### src/rtl/bank_dec_pkg.sv
package bank_dec_pkg;
  typedef enum logic [2:0] {
    TGT_PASS = 3'd0,
    TGT_MAIN = 3'd1,
    TGT_AUX  = 3'd2,
    TGT_ROM  = 3'd3,
    TGT_IO   = 3'd4
  } tgt_e;

  typedef struct packed {
    logic zp;
    logic hi_wr;
    logic hi_rd;
    logic txt_wr;
    logic txt_rd;
    logic base_wr;
    logic base_rd;
  } sw_t;

  localparam logic [1:0] CFG_SW     = 2'd0;
  localparam logic [1:0] CFG_CARD   = 2'd1;
  localparam logic [1:0] CFG_SHADOW = 2'd2;

  localparam int unsigned NUM_CARD = 4;
  localparam logic [7:0] CARD_LO [NUM_CARD] = '{8'hC1, 8'hC3, 8'hC4, 8'hC8};
  localparam logic [7:0] CARD_HI [NUM_CARD] = '{8'hC2, 8'hC3, 8'hC7, 8'hCF};
endpackage

### src/rtl/bank_dec_regs.sv
module bank_dec_regs
  import bank_dec_pkg::*;
#(
  parameter int unsigned DATA_W  = 8,
  parameter int unsigned INH_BIT = 6,
  parameter int unsigned CARD_N  = NUM_CARD
) (
  input  logic              clk_i,
  input  logic              rst_ni,
  input  logic              cfg_we_i,
  input  logic [1:0]        cfg_sel_i,
  input  logic [DATA_W-1:0] cfg_data_i,
  output sw_t               sw_o,
  output logic [CARD_N-1:0] rom_en_o,
  output logic              inhibit_o
);
  localparam int unsigned SW_W = $bits(sw_t);

  sw_t               sw_q;
  logic [CARD_N-1:0] rom_q;
  logic              inh_q;

  always_ff @(posedge clk_i or negedge rst_ni) begin
    if (!rst_ni) begin
      sw_q  <= '0;
      rom_q <= '0;
      inh_q <= 1'b0;
    end else if (cfg_we_i) begin
      unique case (cfg_sel_i)
        CFG_SW:     sw_q  <= sw_t'(cfg_data_i[SW_W-1:0]);
        CFG_CARD:   rom_q <= cfg_data_i[CARD_N-1:0];
        CFG_SHADOW: inh_q <= cfg_data_i[INH_BIT];
        default: ;
      endcase
    end
  end

  assign sw_o      = sw_q;
  assign rom_en_o  = rom_q;
  assign inhibit_o = inh_q;

  a_r12_sw_hold: assert property (@(posedge clk_i) disable iff (!rst_ni)
    !(cfg_we_i && cfg_sel_i == CFG_SW) |=> $stable(sw_q));
  a_r12_shadow_hold: assert property (@(posedge clk_i) disable iff (!rst_ni)
    !(cfg_we_i && cfg_sel_i == CFG_SHADOW) |=> $stable(inh_q));
endmodule

### src/rtl/bank_dec_lowmap.sv
module bank_dec_lowmap
  import bank_dec_pkg::*;
(
  input  logic [7:0] page_i,
  input  logic       we_i,
  input  sw_t        sw_i,
  output logic       aux_o
);
  // Bank $00 main/aux choice; pages $C0-$CF fall to the base pair (shadow-inhibit case).
  always_comb begin
    if (page_i <= 8'h01)
      aux_o = sw_i.zp;
    else if (page_i >= 8'h04 && page_i <= 8'h07)
      aux_o = we_i ? sw_i.txt_wr : sw_i.txt_rd;
    else if (page_i >= 8'h20 && page_i <= 8'h3F)
      aux_o = we_i ? sw_i.hi_wr : sw_i.hi_rd;
    else
      aux_o = we_i ? sw_i.base_wr : sw_i.base_rd;
  end
endmodule

### src/rtl/bank_dec_card.sv
module bank_dec_card
  import bank_dec_pkg::*;
#(
  parameter int unsigned CARD_N = NUM_CARD
) (
  input  logic [7:0]        page_i,
  input  logic [CARD_N-1:0] rom_en_i,
  output logic              rom_o,
  output logic              inhibit_o
);
  logic [CARD_N-1:0] hit;

  for (genvar i = 0; i < CARD_N; i++) begin : g_slice
    assign hit[i] = (page_i >= CARD_LO[i]) && (page_i <= CARD_HI[i]);
  end

  assign rom_o     = |(hit & rom_en_i);
  assign inhibit_o = |hit;

  always_comb begin
    a_r6_one_slice: assert ($onehot0(hit));
  end
endmodule

### src/rtl/bank_region_decoder.sv
module bank_region_decoder
  import bank_dec_pkg::*;
#(
  parameter int unsigned ADDR_W   = 24,
  parameter int unsigned DATA_W   = 8,
  parameter int unsigned INH_BIT  = 6,
  parameter logic [7:0]  ROM_BANK = 8'hFF
) (
  input  logic              clk_i,
  input  logic              rst_ni,
  input  logic              cfg_we_i,
  input  logic [1:0]        cfg_sel_i,
  input  logic [DATA_W-1:0] cfg_data_i,
  input  logic              acc_valid_i,
  input  logic              acc_we_i,
  input  logic [ADDR_W-1:0] acc_addr_i,
  output logic              out_valid_o,
  output logic [2:0]        tgt_o,
  output logic [16:0]       ram_addr_o,
  output logic [ADDR_W-1:0] rom_addr_o,
  output logic              io_o,
  output logic              wr_inhibit_o,
  output logic              rd_en_o,
  output logic              wr_en_o
);
  localparam int unsigned OFF_W = 16;
  localparam int unsigned BANK_W = ADDR_W - OFF_W;

  sw_t               sw;
  logic [NUM_CARD-1:0] rom_en;
  logic              shadow_inh;

  bank_dec_regs #(.DATA_W(DATA_W), .INH_BIT(INH_BIT), .CARD_N(NUM_CARD)) u_regs (
    .clk_i, .rst_ni, .cfg_we_i, .cfg_sel_i, .cfg_data_i,
    .sw_o(sw), .rom_en_o(rom_en), .inhibit_o(shadow_inh)
  );

  logic [BANK_W-1:0] bank;
  logic [7:0]        page;
  logic              b0, b1, be, in_cx;
  logic              low_aux, card_rom, card_inh;

  assign bank  = acc_addr_i[ADDR_W-1:OFF_W];
  assign page  = acc_addr_i[OFF_W-1:8];
  assign b0    = (bank == BANK_W'(8'h00));
  assign b1    = (bank == BANK_W'(8'h01));
  assign be    = (bank == BANK_W'(8'hE0)) || (bank == BANK_W'(8'hE1));
  assign in_cx = (page[7:4] == 4'hC);

  bank_dec_lowmap u_low (.page_i(page), .we_i(acc_we_i), .sw_i(sw), .aux_o(low_aux));
  bank_dec_card #(.CARD_N(NUM_CARD)) u_card (
    .page_i(page), .rom_en_i(rom_en), .rom_o(card_rom), .inhibit_o(card_inh)
  );

  tgt_e tgt_d;
  logic inh_d;

  always_comb begin
    tgt_d = TGT_PASS;
    inh_d = 1'b0;
    if ((b0 || b1) && (page < 8'hC0 || (in_cx && shadow_inh))) begin
      tgt_d = (b1 || low_aux) ? TGT_AUX : TGT_MAIN;
    end else if ((b0 || b1 || be) && in_cx) begin
      tgt_d = card_rom ? TGT_ROM : TGT_IO;
      inh_d = card_inh;
    end
  end

  logic is_ram;
  assign is_ram = (tgt_d == TGT_MAIN) || (tgt_d == TGT_AUX);

  always_ff @(posedge clk_i or negedge rst_ni) begin
    if (!rst_ni) begin
      out_valid_o  <= 1'b0;
      tgt_o        <= TGT_PASS;
      ram_addr_o   <= '0;
      rom_addr_o   <= '0;
      io_o         <= 1'b0;
      wr_inhibit_o <= 1'b0;
      rd_en_o      <= 1'b0;
      wr_en_o      <= 1'b0;
    end else begin
      out_valid_o  <= acc_valid_i;
      tgt_o        <= acc_valid_i ? tgt_d : TGT_PASS;
      ram_addr_o   <= (acc_valid_i && is_ram) ? {tgt_d == TGT_AUX, acc_addr_i[OFF_W-1:0]} : '0;
      rom_addr_o   <= (acc_valid_i && tgt_d == TGT_ROM)
                      ? {BANK_W'(ROM_BANK), acc_addr_i[OFF_W-1:0]} : '0;
      io_o         <= acc_valid_i && (tgt_d == TGT_IO);
      wr_inhibit_o <= acc_valid_i && acc_we_i && inh_d;
      rd_en_o      <= acc_valid_i && !acc_we_i && (tgt_d != TGT_PASS);
      wr_en_o      <= acc_valid_i && acc_we_i && is_ram;
    end
  end

  a_r11_latency: assert property (@(posedge clk_i) disable iff (!rst_ni)
    acc_valid_i |=> out_valid_o);
  a_r10_bank1_aux: assert property (@(posedge clk_i) disable iff (!rst_ni)
    (acc_valid_i && b1 && page < 8'hC0) |=> (tgt_o == TGT_AUX) && ram_addr_o[16]);
  a_r5_c0_io: assert property (@(posedge clk_i) disable iff (!rst_ni)
    (acc_valid_i && be && page == 8'hC0) |=> io_o);
  a_r7_card_write: assert property (@(posedge clk_i) disable iff (!rst_ni)
    (acc_valid_i && acc_we_i && be && in_cx && page != 8'hC0) |=> wr_inhibit_o && !wr_en_o);
  a_r8_no_io: assert property (@(posedge clk_i) disable iff (!rst_ni)
    (acc_valid_i && b0 && in_cx && shadow_inh) |=> !io_o && !wr_inhibit_o);
endmodule

### config.mk
export PLATFORM = sky130hd
export DESIGN_NAME = bank_region_decoder
export DESIGN_NICKNAME = d
export VERILOG_FILES = /design/src/rtl/bank_dec_pkg.sv /design/src/rtl/bank_dec_regs.sv /design/src/rtl/bank_dec_lowmap.sv /design/src/rtl/bank_dec_card.sv /design/src/rtl/bank_region_decoder.sv
export SDC_FILE = /design/constraint.sdc
export NUM_CORES = 1
export LEC_CHECK = 0
export BUFFER_PORTS_ARGS = -buffer_cell sky130_fd_sc_hd__buf_4
export CAP_MARGIN = 20
export CORE_MARGIN = 2
export CORE_UTILIZATION = 47
export DETAILED_ROUTE_END_ITERATION = 16
export GPL_TIMING_DRIVEN = 0
export PLACE_DENSITY = 0.77
export SLEW_MARGIN = 25
export SYNTH_ARGS = -nofsm -noshare
export SYNTH_HDL_FRONTEND = slang
export SYNTH_SLANG_ARGS = --single-unit
export TNS_END_PERCENT = 5
### constraint.sdc
create_clock -name clk_i -period 1.8 [get_ports clk_i]
set_input_delay 0.36 -clock clk_i [delete_from_list [all_inputs] [get_ports clk_i]]
set_output_delay 0.36 -clock clk_i [all_outputs]
set_load 0.005 [all_outputs]
==> key figures <==
Detailed routing
  • Drt first pass iters: 4
  • Via Count: roughly 1500
  • DR iter-0 viols: 90
  • Routed Antenna Nets: 0
  • Vias per std cell: 4.98
  • Final WL: ~4.3 mm
  • DRC: 0
  • Routed wire per std cell: 14.0 um

Clocking
  • TritonCTS clock tree: built
  • Clock root buffer master: clkbuf_8
  • TritonCTS Buffers: 5
  • Post-CTS Setup Inserts: 0
  • Worst-path clk slew: 0.09 ns
  • CTS Sinks: 54
  • Clock Latency Late Sink: 0.30 ns
  • H-tree level count: 2
  • Max clock buf depth: 2

Status
  • Status: finished, final reports clean

Power
  • Total power: 0.00229 W
  • Pwr dens: 774 nW/um^2
  • Peak supply drop: 446 uV
  • Lkg Pwr: 1.57 nW

Critical path
  • Element type at the critical path end: flop
  • WP data arrival: approximately 1.9 ns
  • Worst path max stage delay: 0.40 ns
  • CP Max Fanout: 10
  • Critical Path, Cell by Cell: mux2_4 > a221o_1 > a31oi_4 > nor2_2 > buf_6 > a21o_1
  • Critical path class: flop to flop
  • WP data required: 1.99 ns
  • Max stage delay cell, worst path: dfrtp_1
  • Crit start category: flop

Placement
  • Dpl hpwl: roughly 3.3 mm
  • Pre-CTS WS: -0.365 ns
  • Input/output buffers: 86
  • Placer Congestion: 0.865

Logic synthesis
  • Distinct cell type count after synthesis: 40
  • Seq/Total Area, Yosys: 0.633
  • Synth Register Bits: 54
  • Syn Area/Cell: 13.3 um^2
  • Yosys warnings: 0
  • Post-Syn Area: 2140 um^2
  • Syn Inst Count: 161

GRT
  • Total track usage: 0.184
  • Initial antenna violation count: 0
  • First-pass GRT wire length: between 7 and 8 mm
  • Largest net degree at the start of global routing: between 50 and 60
  • Vias in the first global route: 1539
  • Grt ovf: 0

Finish
  • Share of cells above drive strength 1: 0.531
  • # diodes: 0
  • Synthesis-to-finish area growth: 38.8%
  • # nets final: 294
  • Commonest non-fill, non-tap cell in the layout: buf_4
  • Commonest cells after routing, fill and taps aside: buf_4 (93), dfrtp_1 (54), and2_1 (15), mux2_2 (12)

Floorplanning
  • Rows: 24
  • Starting Density: 0.491
  • Die Area: 5100 um^2
  • Core ar.: 4350 um^2
  • I/O Pins: 88
  • Die H: ~70 um
  • Chip width: 71.4 um

STA
  • Minimum clock period: 1.72 ns
  • Final hold vios: 0
  • Fin crit share: 0.953
  • Worst setup margin: approximately 0.084 ns
  • Worst Max-Slew Pin Slew: 0.650 ns
  • Fin. max-slew vios: 0
  • Clock skew: a little under 0.005 ns
  • Relative slew slack: 0.567
  • Max Freq: 583 MHz
  • Final setup violation count: 0

Job
  • Max_cap viols: 0

Min path
  • Hold Path Class: input pin to asynchronous set/reset pin
-- cell usage after synthesis, drive strengths merged --
cell type / instances / area (um^2)
mux2i: 1 / 10.0
o21a: 1 / 7.51
a221o: 1 / 10.0
and3: 2 / 13.8
buf: 8 / 63.8
dfrtp: 54 / 1350
inv: 4 / 15.0
o221ai: 1 / 8.76
a31o: 1 / 8.76
and2b: 1 / 8.76
nor2b: 1 / 6.26
mux2: 13 / 150
a21oi: 3 / 15.0
o211a: 1 / 10.0
o311ai: 2 / 17.5
nor2: 10 / 40.0
o21bai: 1 / 7.51
nand3: 1 / 5.00
nor3b: 2 / 20.0
a21o: 1 / 7.51
a31oi: 3 / 33.8
nand2: 3 / 11.3
and2: 27 / 193
nor4: 3 / 18.8
and4bb: 1 / 12.5
clkbuf: 1 / 3.75
nand4: 1 / 12.5
o21ai: 1 / 5.00
nand3b: 2 / 15.0
or4b: 1 / 10.0
conb: 1 / 3.75
nor3: 8 / 40.0
-- final timing paths --
check,startpoint,end,slack [ns],cells past startpoint
worst max-delay path,u_regs.rom_en_o[0],tgt_o[0],0.08,6
worst min-delay path,rst_ni,rom_addr_o[12],0.1,1
min in group clk_i,acc_valid_i,out_valid_o,0.20,1
max in group asynchronous,rst_ni,ram_addr_o[10],1.28,1
worst min register to register,u_regs.rom_en_o[2],u_regs.rom_en_o[2],0.51,1
worst max register to register,u_regs.rom_en_o[0],tgt_o[0],0.08,6
-- area by class of cell --
class,count,area [um^2]
Fill cell,340,1390
Buffer,9,68.8
Tap cell,52,65.1
Multi-Input combinational cell,95,712
Timing Repair Buffer,86,646
Inverter,4,15.0
Clock inverter,1,30.0
Sequential cell,54,1350
Clock buffer,7,76.3
-- per-stage QoR --
stage          utilization  setup TNS, ns  instances  area, um^2  hold WS, ns
6_report             0.681              0        308        2960       0.0962
5_1_grt              0.681       -0.00151        308        2960        0.127
4_1_cts              0.679              0        308        2960        0.104
3_5_place_dp         0.655          -5.24        300        2850        0.433
3_3_place_gp         0.655          -4.00        300        2850        0.428
2_1_floorplan            -              0        162        2140       0.0644
-- state kept, by name, summed over array words and instances (netlist names) --
signal and count:
rom_addr_o 17, rd_en_o 1, ram_addr_o 17, u_regs.sw_o 7, wr_inhibit_o 1, io_o 1
out_valid_o 1, tgt_o 3, u_regs.rom_en_o 4, wr_en_o 1, u_regs.inhibit_o 1
-- worst max-delay path: cells and delay by family (launching register included) --
kind	cells	cell delay [ns]
AO/OA/AOI/OAI	3	0.70
flip-flops	1	0.40
buffers and inverters	1	0.15
AND/OR/NAND/NOR	1	0.10
multiplexers	1	0.27
-- where the power goes --
part	leakage (nW)	switching [W]	total, W	internal [W]
clock network	0.0524	0.000350	0.000766	0.000416
logic	0.796	0.000102	0.000230	0.000128
registers	0.722	0.0000300	0.00130	0.00127
total	1.57	0.000482	0.00229	0.00181
-- routing by layer --
layer / vias to the layer above / global-route usage / wire length, um
met2: 75 / 0.307 / 2110
met4: 0 / 0.0566 / 48
met3: 6 / 0.0534 / 422
met1: 719 / 0.233 / 1750
met5: - / 0 / 0
li1: 734 / - / -
-- cells by family after synthesis --
kind of cell | count (synthesis) | share of synthesized area
AO/OA/AOI/OAI | 16 | 0.0615
other | 1 | 0.00176
buffers and inverters | 13 | 0.0387
multiplexers | 14 | 0.0750
flip-flops | 54 | 0.633
AND/OR/NAND/NOR | 63 | 0.190
-- what timing repair did --
action | in CTS | in global routing
resized for setup | 2 | 2
hold buffers | 0 | 0
cloned | 0 | 0
endpoints found under the setup margin | 24 | 19
pin swaps | 0 | 2
Note: power is estimated with default switching activity, not from simulation.
